===== src/rtl/adcwc_pkg.sv =====
package adcwc_pkg;
  localparam int COND_N     = 5;
  localparam int C_INWIN    = 0;
  localparam int C_GE_HIGH  = 1;
  localparam int C_LT_HIGH  = 2;
  localparam int C_GE_LOW   = 3;
  localparam int C_LT_LOW   = 4;
endpackage


===== src/rtl/adcwc_limit_cmp.sv =====
module adcwc_limit_cmp
  import adcwc_pkg::*;
#(
  parameter int DATA_W = 16
) (
  input  logic [DATA_W-1:0] data,
  input  logic [DATA_W-1:0] lim_hi,
  input  logic [DATA_W-1:0] lim_lo,
  input  logic              is_signed,
  output logic [COND_N-1:0] hits
);
  localparam int EXT_W = DATA_W + 1;

  logic signed [EXT_W-1:0] d_x, hi_x, lo_x;
  logic ge_hi, ge_lo;

  // One extra bit: the sign bit for signed data, a zero for unsigned data.
  always_comb begin
    d_x  = {is_signed & data[DATA_W-1],   data};
    hi_x = {is_signed & lim_hi[DATA_W-1], lim_hi};
    lo_x = {is_signed & lim_lo[DATA_W-1], lim_lo};
    ge_hi = (d_x >= hi_x);
    ge_lo = (d_x >= lo_x);
    hits = '0;
    hits[C_INWIN]   = ge_lo & ~ge_hi;
    hits[C_GE_HIGH] = ge_hi;
    hits[C_LT_HIGH] = ~ge_hi;
    hits[C_GE_LOW]  = ge_lo;
    hits[C_LT_LOW]  = ~ge_lo;
  end
endmodule


===== src/rtl/adcwc_chan_gate.sv =====
module adcwc_chan_gate #(
  parameter int CH_W = 5,
  localparam int NUM_CH = 1 << CH_W
) (
  input  logic              valid,
  input  logic              glob_en,
  input  logic [CH_W-1:0]   chan,
  input  logic [NUM_CH-1:0] mask,
  output logic              qualified
);
  logic [NUM_CH-1:0] sel;

  // One-hot decode of the channel number, ANDed with its mask bit.
  for (genvar i = 0; i < NUM_CH; i++) begin : g_dec
    assign sel[i] = (chan == CH_W'(i)) & mask[i];
  end

  assign qualified = valid & glob_en & (|sel);
endmodule


===== src/rtl/adcwc_event_reg.sv =====
module adcwc_event_reg #(
  parameter int CH_W = 5
) (
  input  logic            clk,
  input  logic            rst_n,
  input  logic            fire,
  input  logic [CH_W-1:0] chan,
  input  logic            clr,
  output logic            flag,
  output logic [CH_W-1:0] chan_q,
  output logic            irq
);
  always_ff @(posedge clk) begin
    if (!rst_n) begin
      flag   <= 1'b0;
      chan_q <= '0;
      irq    <= 1'b0;
    end else begin
      irq <= fire;
      if (fire) begin
        flag   <= 1'b1;
        chan_q <= chan;
      end else if (clr) begin
        flag <= 1'b0;
      end
    end
  end
endmodule


===== src/rtl/adc_window_cmp.sv =====
module adc_window_cmp
  import adcwc_pkg::*;
#(
  parameter int DATA_W = 16,
  parameter int CH_W   = 5,
  localparam int NUM_CH = 1 << CH_W
) (
  input  logic              clk,
  input  logic              rst_n,
  input  logic              res_valid,
  input  logic [DATA_W-1:0] res_data,
  input  logic [CH_W-1:0]   res_chan,
  input  logic              res_signed,
  input  logic [2*DATA_W-1:0] cfg_limits,
  input  logic [NUM_CH-1:0] cfg_chan_en,
  input  logic              cfg_enable,
  input  logic [COND_N-1:0] cfg_cond,
  input  logic              clr_event,
  output logic              evt_flag,
  output logic [CH_W-1:0]   evt_chan,
  output logic              evt_irq
);
  logic [COND_N-1:0] hits;
  logic              qualified;
  logic              fire;

  adcwc_limit_cmp #(.DATA_W(DATA_W)) u_cmp (
    .data      (res_data),
    .lim_hi    (cfg_limits[2*DATA_W-1:DATA_W]),
    .lim_lo    (cfg_limits[DATA_W-1:0]),
    .is_signed (res_signed),
    .hits      (hits)
  );

  adcwc_chan_gate #(.CH_W(CH_W)) u_gate (
    .valid     (res_valid),
    .glob_en   (cfg_enable),
    .chan      (res_chan),
    .mask      (cfg_chan_en),
    .qualified (qualified)
  );

  assign fire = qualified & (|(hits & cfg_cond));

  adcwc_event_reg #(.CH_W(CH_W)) u_evt (
    .clk    (clk),
    .rst_n  (rst_n),
    .fire   (fire),
    .chan   (res_chan),
    .clr    (clr_event),
    .flag   (evt_flag),
    .chan_q (evt_chan),
    .irq    (evt_irq)
  );
endmodule


===== config.mk =====
export PLATFORM = sky130hd
export DESIGN_NAME = adc_window_cmp
export DESIGN_NICKNAME = d
export VERILOG_FILES = /design/src/rtl/adcwc_pkg.sv /design/src/rtl/adcwc_limit_cmp.sv /design/src/rtl/adcwc_chan_gate.sv /design/src/rtl/adcwc_event_reg.sv /design/src/rtl/adc_window_cmp.sv
export SDC_FILE = /design/constraint.sdc
export NUM_CORES = 1
export LEC_CHECK = 0
export BUFFER_PORTS_ARGS = -buffer_cell sky130_fd_sc_hd__buf_4
export CAP_MARGIN = 20
export CELL_PAD_IN_SITES_DETAIL_PLACEMENT = 1
export CELL_PAD_IN_SITES_GLOBAL_PLACEMENT = 1
export CORE_UTILIZATION = 26
export DETAILED_ROUTE_END_ITERATION = 12
export GPL_ROUTABILITY_DRIVEN = 0
export PLACE_DENSITY_LB_ADDON = 0.1
export SLEW_MARGIN = 20
export SYNTH_ARGS = -nofsm -noshare
export SYNTH_HDL_FRONTEND = slang
export SYNTH_HIERARCHICAL = 1
export SYNTH_SLANG_ARGS = --single-unit

===== constraint.sdc =====
create_clock -name clk -period 2.5 [get_ports clk]
set_input_delay 0.125 -clock clk [delete_from_list [all_inputs] [get_ports clk]]
set_output_delay 0.125 -clock clk [all_outputs]
set_load 0.01 [all_outputs]

==> flow_metrics.env, run 1 <==
export IMPL_status="finished, final reports clean"
export IMPL_netlist_cell_type_count=58
export IMPL_drt_iter0_markers=31
export IMPL_synth_top_cell_area_share=0.250
export IMPL_via_per_inst=4.83
export IMPL_numCtsBuffers=3
export IMPL_setup_ws_ps=116
export IMPL_port_buffers=102
export IMPL_synthArstFlopShare=0
export IMPL_required_ps=2610
export IMPL_ys_warn_count=6
export IMPL_vias=1846
export IMPL_ctsHoldBuffers=0
export IMPL_grt_setup_unrepaired="false"
export IMPL_total_power_uw=672
export IMPL_syn_area_mm2=0.00160
export IMPL_finalMaxSlewViolations=0
export IMPL_setup_viol=0
export IMPL_min_delay_path_class="input port to register"
export IMPL_io_pins=103
export IMPL_drc=0
export IMPL_start_util=0.270
export IMPL_routedWlPerCell_um=12.9
export IMPL_power_density_mw_per_mm2=261
export IMPL_clock_sinks=7
export IMPL_fp_dieH_um=80.5
export IMPL_fin_crit_ps=2380
export IMPL_synth_edf_count=0
export IMPL_dp_final_hpwl_um=4270
export IMPL_synth_area_leaders="ha_1 (25%), dfxtp_1 (8.8%), inv_1 (8.4%)"
export IMPL_die_width_um=80.5
export IMPL_antenna_found_initial=0
export IMPL_drtPass1Iterations=5
export IMPL_cts_tree="yes"
export IMPL_grt_use_total=0.147
export IMPL_final_nets=436
export IMPL_max_freq_ghz=0.419
export IMPL_timing_hold_ws_ps=161
export IMPL_synth_common_cells="inv_1 (36), ha_1 (32), a21oi_1 (9)"
export IMPL_ctsHtreeMaxLevel=1
export IMPL_wl_um=4930
export IMPL_p_leak_nw=1.36
export IMPL_drive_gt1_frac=0.430
export IMPL_reg2reg_slack_ps=1810
export IMPL_rows=28
export IMPL_cp_end_kind="register"
export IMPL_synth_nets=327
export IMPL_synth_flop_cell="dfxtp_1"
export IMPL_syn_to_final_growth_pct=60.9
export IMPL_synth_avg_cell_area_um2=8.04
export IMPL_drv_cap=0
export IMPL_fin_util=0.435
export IMPL_crit_path_start_kind="input port"
export IMPL_synthCells=199
export IMPL_vdd_ir_drop_max_v=0.000247
export IMPL_yosysTopAreaCell="ha_1"
export IMPL_worstPathMaxFanout=7
export IMPL_core_area_mm2=0.00592
export IMPL_overflow=0
export IMPL_die_area_mm2=0.00647
export IMPL_grt_pass1_wl_um=7690
export IMPL_hold_viol_final=0
export IMPL_n_antenna_cell=0
export IMPL_dp_slack_ps=-205
export IMPL_cp_data_arrival_time_ps=2500
export IMPL_critical_path_class="input port to register"
export IMPL_ys_seq_area_frac=0.0876
export IMPL_fin_skew_ps=0
export IMPL_yosys_cell_count_top_type="inv_1"
export IMPL_cts_buffer_depth=2
export IMPL_grt_max_degree=21
export IMPL_maxSlewHeadroom=0.763
export IMPL_ant_nets=0
export IMPL_insertion_delay_ps=220
export IMPL_cts_root_buffer="clkbuf_8"
export IMPL_grt_pass1_vias=1807
export IMPL_ys_ff_latch=7
export IMPL_worst_pin_slew_ps=352
export IMPL_clk_transition_reported_paths_ps=40
export IMPL_fin_crit_sh=0.954
## what timing repair did
action,4_1_cts,5_1_grt
pin swaps,1,5
resized for setup,1,10
setup buffers,0,0
setup endpoints to repair,2,7
## layout make-up
cell class	instances	area (um^2)
multi-input combinational	146	1310
fill	737	3350
inverter	36	135
tap	75	93.8
timing repair buffer	114	856
clock buffer	4	45.0
sequential	7	140
## power by group
part	switching (mW)	total (mW)	internal, mW
Sequential	0.00367	0.123	0.119
Clock	0.0482	0.158	0.110
Combinational	0.163	0.391	0.228
## cells by family after synthesis
logic type	after synthesis	share of synthesized area
simple gates	52	0.199
compound gates	48	0.235
buf+inv	46	0.125
fa+ha+maj	32	0.250
mux	11	0.0876
flops	7	0.0876
xor+xnor	3	0.0164
## cell usage in the layout (no fill, tap or decap), types with 2 or more instances in the layout
cell type and instances:
o21ai_1 2, ha_1 31, nor2_1 5, xor2_1 3
a21o_1 3, inv_1 36, a32oi_1 2, nand2b_1 2
o41ai_1 2, clkbuf_8 3, nor3b_1 4, a21oi_1 8
nand3_1 4, nor2b_1 8, and3_1 3, buf_4 114
nor3_1 2, a211oi_2 2, a31oi_1 3, mux2i_1 8
nand4_1 8, o21ai_0 3, dfxtp_1 7, and2_0 2
nand2_1 5
## path summary, 6_finish.rpt
kind              cells after the start                           end                    startpoint
setup / recovery                     12  u_evt/chan_q[2]$_SDFFE_PN0P_                   res_data[4]
hold / removal                        2       u_evt/flag$_SDFFE_PN0P_                         rst_n
setup reg to reg                      2       u_evt/flag$_SDFFE_PN0P_       u_evt/flag$_SDFFE_PN0P_
hold reg to reg                       2  u_evt/chan_q[1]$_SDFFE_PN0P_  u_evt/chan_q[1]$_SDFFE_PN0P_
## routing by layer
layer	vias to the layer above	share of wire	GRT usage
li1	953	-	-
met1	842	0.47	0.200
met2	49	0.48	0.251
met3	2	0.057	0.0170
met4	0	0.00081	0.0214
met5	-	0	0
## critical path: stages
cell      delay (ps)
buf_4            120
ha_1             320
a21oi_1          150
o21ai_1          100
a2111o_1         430
a211oi_4         320
a311oi_2          60
a222oi_1         360
a21boi_1         110
buf_4            180
mux2i_1          170
nor2b_1           60
## through the flow
step	TNS (ps)	std cells	area, um^2
floorplan	0	199	1600
global placement	-1180	378	2480
detailed placement	-1320	378	2480
CTS	0	382	2530
global route	0	382	2570
finish	0	382	2570
## state kept, by name (all words and copies together), names as in the netlist
register / flops
u_evt/flag: 1
u_evt/chan_q: 5
u_evt/irq: 1
Power figures use the tool's default switching activity.
==> run 2: changes to the inputs <==
Settings changed: CAP_MARGIN 20 to not set, CORE_UTILIZATION 26 to 29.
Clock period 2.5 ns to 2.53 ns, I/O delays scaled along.
==> flow_metrics.env, run 2 (synthesis results as in run 1) <==
export IMPL_start_util=0.307
export IMPL_drive_gt1_frac=0.403
export IMPL_max_freq_ghz=0.413
export IMPL_routedWlPerCell_um=13.0
export IMPL_fin_crit_ps=2420
export IMPL_maxSlewHeadroom=0.777
export IMPL_drtPass1Iterations=4
export IMPL_io_pins=103
export IMPL_vias=1820
export IMPL_fin_skew_ps=0
export IMPL_cts_buffer_depth=2
export IMPL_drt_iter0_markers=68
export IMPL_dp_final_hpwl_um=4240
export IMPL_switching_share=0.317
export IMPL_multiInputGateArea_mm2=0.00128
export IMPL_cts_tree="yes"
export IMPL_drv_cap=0
export IMPL_seq_power_share=0.189
export IMPL_overflow=0
export IMPL_port_buffers=102
export IMPL_grt_pass1_wl_um=8010
export IMPL_crit_path_start_kind="input port"
export IMPL_final_nets=429
export IMPL_fin_cells=370
export IMPL_die_width_um=76.3
export IMPL_largest_reg_flops=5
export IMPL_ctsHtreeMaxLevel=1
export IMPL_final_common_cell="buf_4"
export IMPL_vdd_ir_drop_max_v=0.000282
export IMPL_numCtsBuffers=3
export IMPL_p_switching_uw=204
export IMPL_required_ps=2680
export IMPL_insertion_delay_ps=220
export IMPL_via_per_inst=4.92
export IMPL_drc=0
export IMPL_hold_viol_final=0
export IMPL_power_density_mw_per_mm2=259
export IMPL_ctsHoldBuffers=0
export IMPL_cp_end_kind="register"
export IMPL_clock_sinks=7
export IMPL_dp_cells=365
export IMPL_rows=26
export IMPL_core_area_mm2=0.00520
export IMPL_status="finished, final reports clean"
export IMPL_clk_transition_reported_paths_ps=40
export IMPL_grt_setup_unrepaired="false"
export IMPL_final_cell_mix="buf_4 (107), inv_1 (36), ha_1 (32)"
export IMPL_cp_data_arrival_time_ps=2570
export IMPL_fp_dieH_um=76.3
export IMPL_combPwrFrac=0.570
export IMPL_nFillCells=678
export IMPL_worst_pin_slew_ps=330
export IMPL_setup_viol=0
export IMPL_p_leak_nw=1.33
export IMPL_largest_register="u_evt/chan_q"
export IMPL_min_delay_path_class="input port to register"
export IMPL_critical_path_class="input port to register"
export IMPL_fin_crit_sh=0.956
export IMPL_antenna_found_initial=0
export IMPL_n_antenna_cell=0
export IMPL_largestRegisters="u_evt/chan_q (5), u_evt/flag (1), u_evt/irq (1)"
export IMPL_grt_use_total=0.163
export IMPL_syn_to_final_growth_pct=55.6
export IMPL_p_clk_frac=0.241
export IMPL_seqCellArea_um2=140
export IMPL_finalMaxSlewViolations=0
export IMPL_total_power_uw=645
export IMPL_grt_max_degree=21
export IMPL_cts_root_buffer="clkbuf_8"
export IMPL_wl_um=4820
export IMPL_grt_pass1_vias=1842
export IMPL_die_area_mm2=0.00582
export IMPL_worstPathMaxFanout=7
export IMPL_ant_nets=0
export IMPL_internal_power_uw=440
[run 2: power groups by stage]
| stage | registers, mW | clock network [mW] | logic (mW) |
|---|---|---|---|
| floorplan | 0.126 | 0 | 0.187 |
| global placement | 0.124 | 0 | 0.353 |
| detailed placement | 0.123 | 0 | 0.360 |
| CTS | 0.122 | 0.161 | 0.362 |
| global route | 0.122 | 0.169 | 0.411 |
| finish | 0.122 | 0.156 | 0.367 |
[run 2: metal layers]
layer / part of all wire / up-vias / GRT usage
met1: 0.46 / 835 / 0.218
met3: 0.054 / 0 / 0.0299
met5: 0 / - / 0
met2: 0.49 / 49 / 0.281
met4: 0 / 0 / 0.0115
li1: - / 936 / -
[run 2: area by class of cell]
cell class                      count  area share
Inverter                           36      0.0543
Timing Repair Buffer              107       0.323
Multi-Input combinational cell    146       0.514
Sequential cell                     7      0.0563
Tap cell                           70      0.0352
Clock buffer                        4      0.0181
[run 2: timing repair]
action | CTS | global route
buffers inserted | 0 | 1
setup endpoints to repair | 0 | 7
resized for setup | 0 | 5
[run 2: path summary, 6_finish.rpt]
kind | start | slack, ps | to | cells past startpoint
worst max-delay path | res_data[6] | 110 | u_evt/chan_q[0]$_SDFFE_PN0P_ | 12
worst min-delay path | rst_n | 170 | u_evt/flag$_SDFFE_PN0P_ | 2
worst max register to register | u_evt/flag$_SDFFE_PN0P_ | 1840 | u_evt/flag$_SDFFE_PN0P_ | 2
worst min register to register | u_evt/chan_q[2]$_SDFFE_PN0P_ | 530 | u_evt/chan_q[2]$_SDFFE_PN0P_ | 2
[run 2: critical path: stages]
cell and delay, ps:
buf_4 120, ha_1 320, a211oi_2 230, nor2_1 80, a2111o_1 430, a211oi_4 320, a311oi_2 60, a222oi_1 320
a21boi_1 120, buf_4 190, mux2i_1 120, nor2b_1 140
[run 2: per-stage QoR]
stage	setup TNS (ps)	hold WS [ps]	instance area [um^2]	utilization	setup WS, ps
6_report	0	170	2490	0.478	111
5_1_grt	0	185	2490	0.478	6.51
4_1_cts	0	172	2460	0.473	44.5
3_5_place_dp	-965	392	2420	0.465	-154
3_3_place_gp	-674	379	2420	0.465	-107
2_1_floorplan	0	244	1600	-	169
==> run 3: changes to the inputs <==
Settings changed: MAX_ROUTING_LAYER set to met4.
Clock period 2.53 ns to 2.7 ns, I/O delays scaled along.
==> flow_metrics.env, run 3 (synthesis results as in run 1) <==
export IMPL_status="finished, final reports clean"
export IMPL_fp_dieH_um=76.3
export IMPL_reg2reg_slack_ps=2010
export IMPL_maxSlewHeadroom=0.752
export IMPL_combPwrFrac=0.567
export IMPL_crit_family="compound AO/OA/AOI/OAI gates"
export IMPL_via_per_inst=4.90
export IMPL_wl_um=4900
export IMPL_p_leak_nw=1.33
export IMPL_start_util=0.307
export IMPL_min_delay_path_class="input port to register"
export IMPL_insertion_delay_ps=220
export IMPL_internal_power_uw=411
export IMPL_switching_share=0.318
export IMPL_vias=1818
export IMPL_p_switching_uw=192
export IMPL_max_freq_ghz=0.393
export IMPL_worstPathMaxFanout=6
export IMPL_routedWlPerCell_um=13.2
export IMPL_hold_viol_final=0
export IMPL_cp_data_arrival_time_ps=2660
export IMPL_crit_path_start_kind="input port"
export IMPL_drt_iter0_markers=48
export IMPL_crit_top_cell="buf_4"
export IMPL_finalMaxSlewViolations=0
export IMPL_drtPass1Iterations=4
export IMPL_grt_use_total=0.171
export IMPL_syn_to_final_growth_pct=55.2
export IMPL_io_pins=103
export IMPL_overflow=0
export IMPL_final_common_cell="buf_4"
export IMPL_fin_crit_sh=0.943
export IMPL_fin_util=0.477
export IMPL_largest_register="u_evt/chan_q"
export IMPL_clk_transition_reported_paths_ps=40
export IMPL_fin_tns_setup_ps=0
export IMPL_cpMaxStageDelayCell="a2111o_1"
export IMPL_vdd_ir_drop_max_v=0.000263
export IMPL_drc=0
export IMPL_grt_max_degree=21
export IMPL_final_nets=430
export IMPL_crit_path_max_incr_delay_ps=410
export IMPL_antenna_found_initial=0
export IMPL_dp_final_hpwl_um=4310
export IMPL_cts_tree="yes"
export IMPL_die_area_mm2=0.00582
export IMPL_setup_viol=0
export IMPL_cp_end_kind="register"
export IMPL_final_cell_mix="buf_4 (108), inv_1 (36), ha_1 (32)"
export IMPL_ant_nets=0
export IMPL_die_width_um=76.3
export IMPL_worst_pin_slew_ps=368
export IMPL_grt_pass1_vias=1851
export IMPL_numCtsBuffers=3
export IMPL_largest_reg_flops=5
export IMPL_core_area_mm2=0.00520
export IMPL_ctsHtreeMaxLevel=1
export IMPL_grt_pass1_wl_um=8050
export IMPL_drive_gt1_frac=0.402
export IMPL_power_density_mw_per_mm2=243
export IMPL_cts_buffer_depth=2
export IMPL_critical_path_buf_inv_count=4
export IMPL_rows=26
export IMPL_drv_cap=0
export IMPL_critical_path_class="input port to register"
export IMPL_port_buffers=102
export IMPL_fin_crit_ps=2550
export IMPL_clock_sinks=7
export IMPL_required_ps=2810
export IMPL_largestRegisters="u_evt/chan_q (5), u_evt/flag (1), u_evt/irq (1)"
export IMPL_cts_root_buffer="clkbuf_8"
export IMPL_seq_power_share=0.190
export IMPL_n_antenna_cell=0
export IMPL_cp_cell_sequence="buf_4, ha_1, a211oi_1, nor2_1, a2111o_1, a211oi_2, buf_4, inv_1, a222oi_1, a21boi_2, buf_4, mux2i_1, nor2b_1"
export IMPL_p_clk_frac=0.243
export IMPL_fin_skew_ps=0
export IMPL_grt_setup_unrepaired="false"
==> run 3: changes by cell type in the layout (fill, tap and decap cells not counted), sizes merged <==
cell,delta
buf,+1
==> run 3: metal layers <==
| metal | vias to the layer above | part of all wire | global-route usage |
|---|---|---|---|
| met3 | 4 | 0.041 | 0.0144 |
| li1 | 938 | - | - |
| met5 | - | 0 | - |
| met4 | 0 | 0.0078 | 0.0346 |
| met2 | 51 | 0.48 | 0.296 |
| met1 | 825 | 0.48 | 0.217 |
==> run 3: per-stage QoR <==
stage	setup slack [ps]	hold WS [ps]	cells	power (mW)	area, um^2
5_1_grt	21.5	166	371	0.656	2480
6_report	154	162	371	0.602	2480
4_1_cts	74.4	158	370	0.609	2470
3_3_place_gp	-219	389	366	0.448	2430
2_1_floorplan	330	253	199	0.293	1600
3_5_place_dp	-324	387	366	0.456	2430
==> run 3: final cells by class <==
cell class,instances,area (um^2)
clock buffer,4,45.0
fill,659,2720
inverter,36,135
multi-input combinational,146,1260
sequential,7,140
tap,70,87.6
timing repair buffer,108,811
==> run 3: repair_timing <==
item / CTS / global route
endpoints found under the setup margin: 5 / 5
pin swaps: 0 / 1
hold buffers: 0 / 0
gates resized for setup: 1 / 1
buffers inserted: 0 / 1
==> run 3: worst register-to-register path: stages, from the launching register on <==
cell	delay [ps]
dfxtp_1	300
nor2b_1	120
o21a_1	150
==> run 3: power by group through the flow <==
stage | sequential [mW] | clock [mW] | combinational (mW)
after global placement | 0.116 | 0 | 0.333
final | 0.115 | 0.146 | 0.341
after global routing | 0.115 | 0.160 | 0.381
after floorplan | 0.118 | 0 | 0.176
after detailed placement | 0.115 | 0 | 0.341
after CTS | 0.114 | 0.151 | 0.344
==> run 3: path summary, 6_finish.rpt <==
kind / cells past startpoint / endpoint / start
worst max register to register: 2 / u_evt/flag$_SDFFE_PN0P_ / u_evt/flag$_SDFFE_PN0P_
worst min-delay path: 2 / u_evt/flag$_SDFFE_PN0P_ / rst_n
worst min register to register: 2 / u_evt/chan_q[3]$_SDFFE_PN0P_ / u_evt/chan_q[3]$_SDFFE_PN0P_
worst max-delay path: 13 / u_evt/chan_q[2]$_SDFFE_PN0P_ / res_data[6]
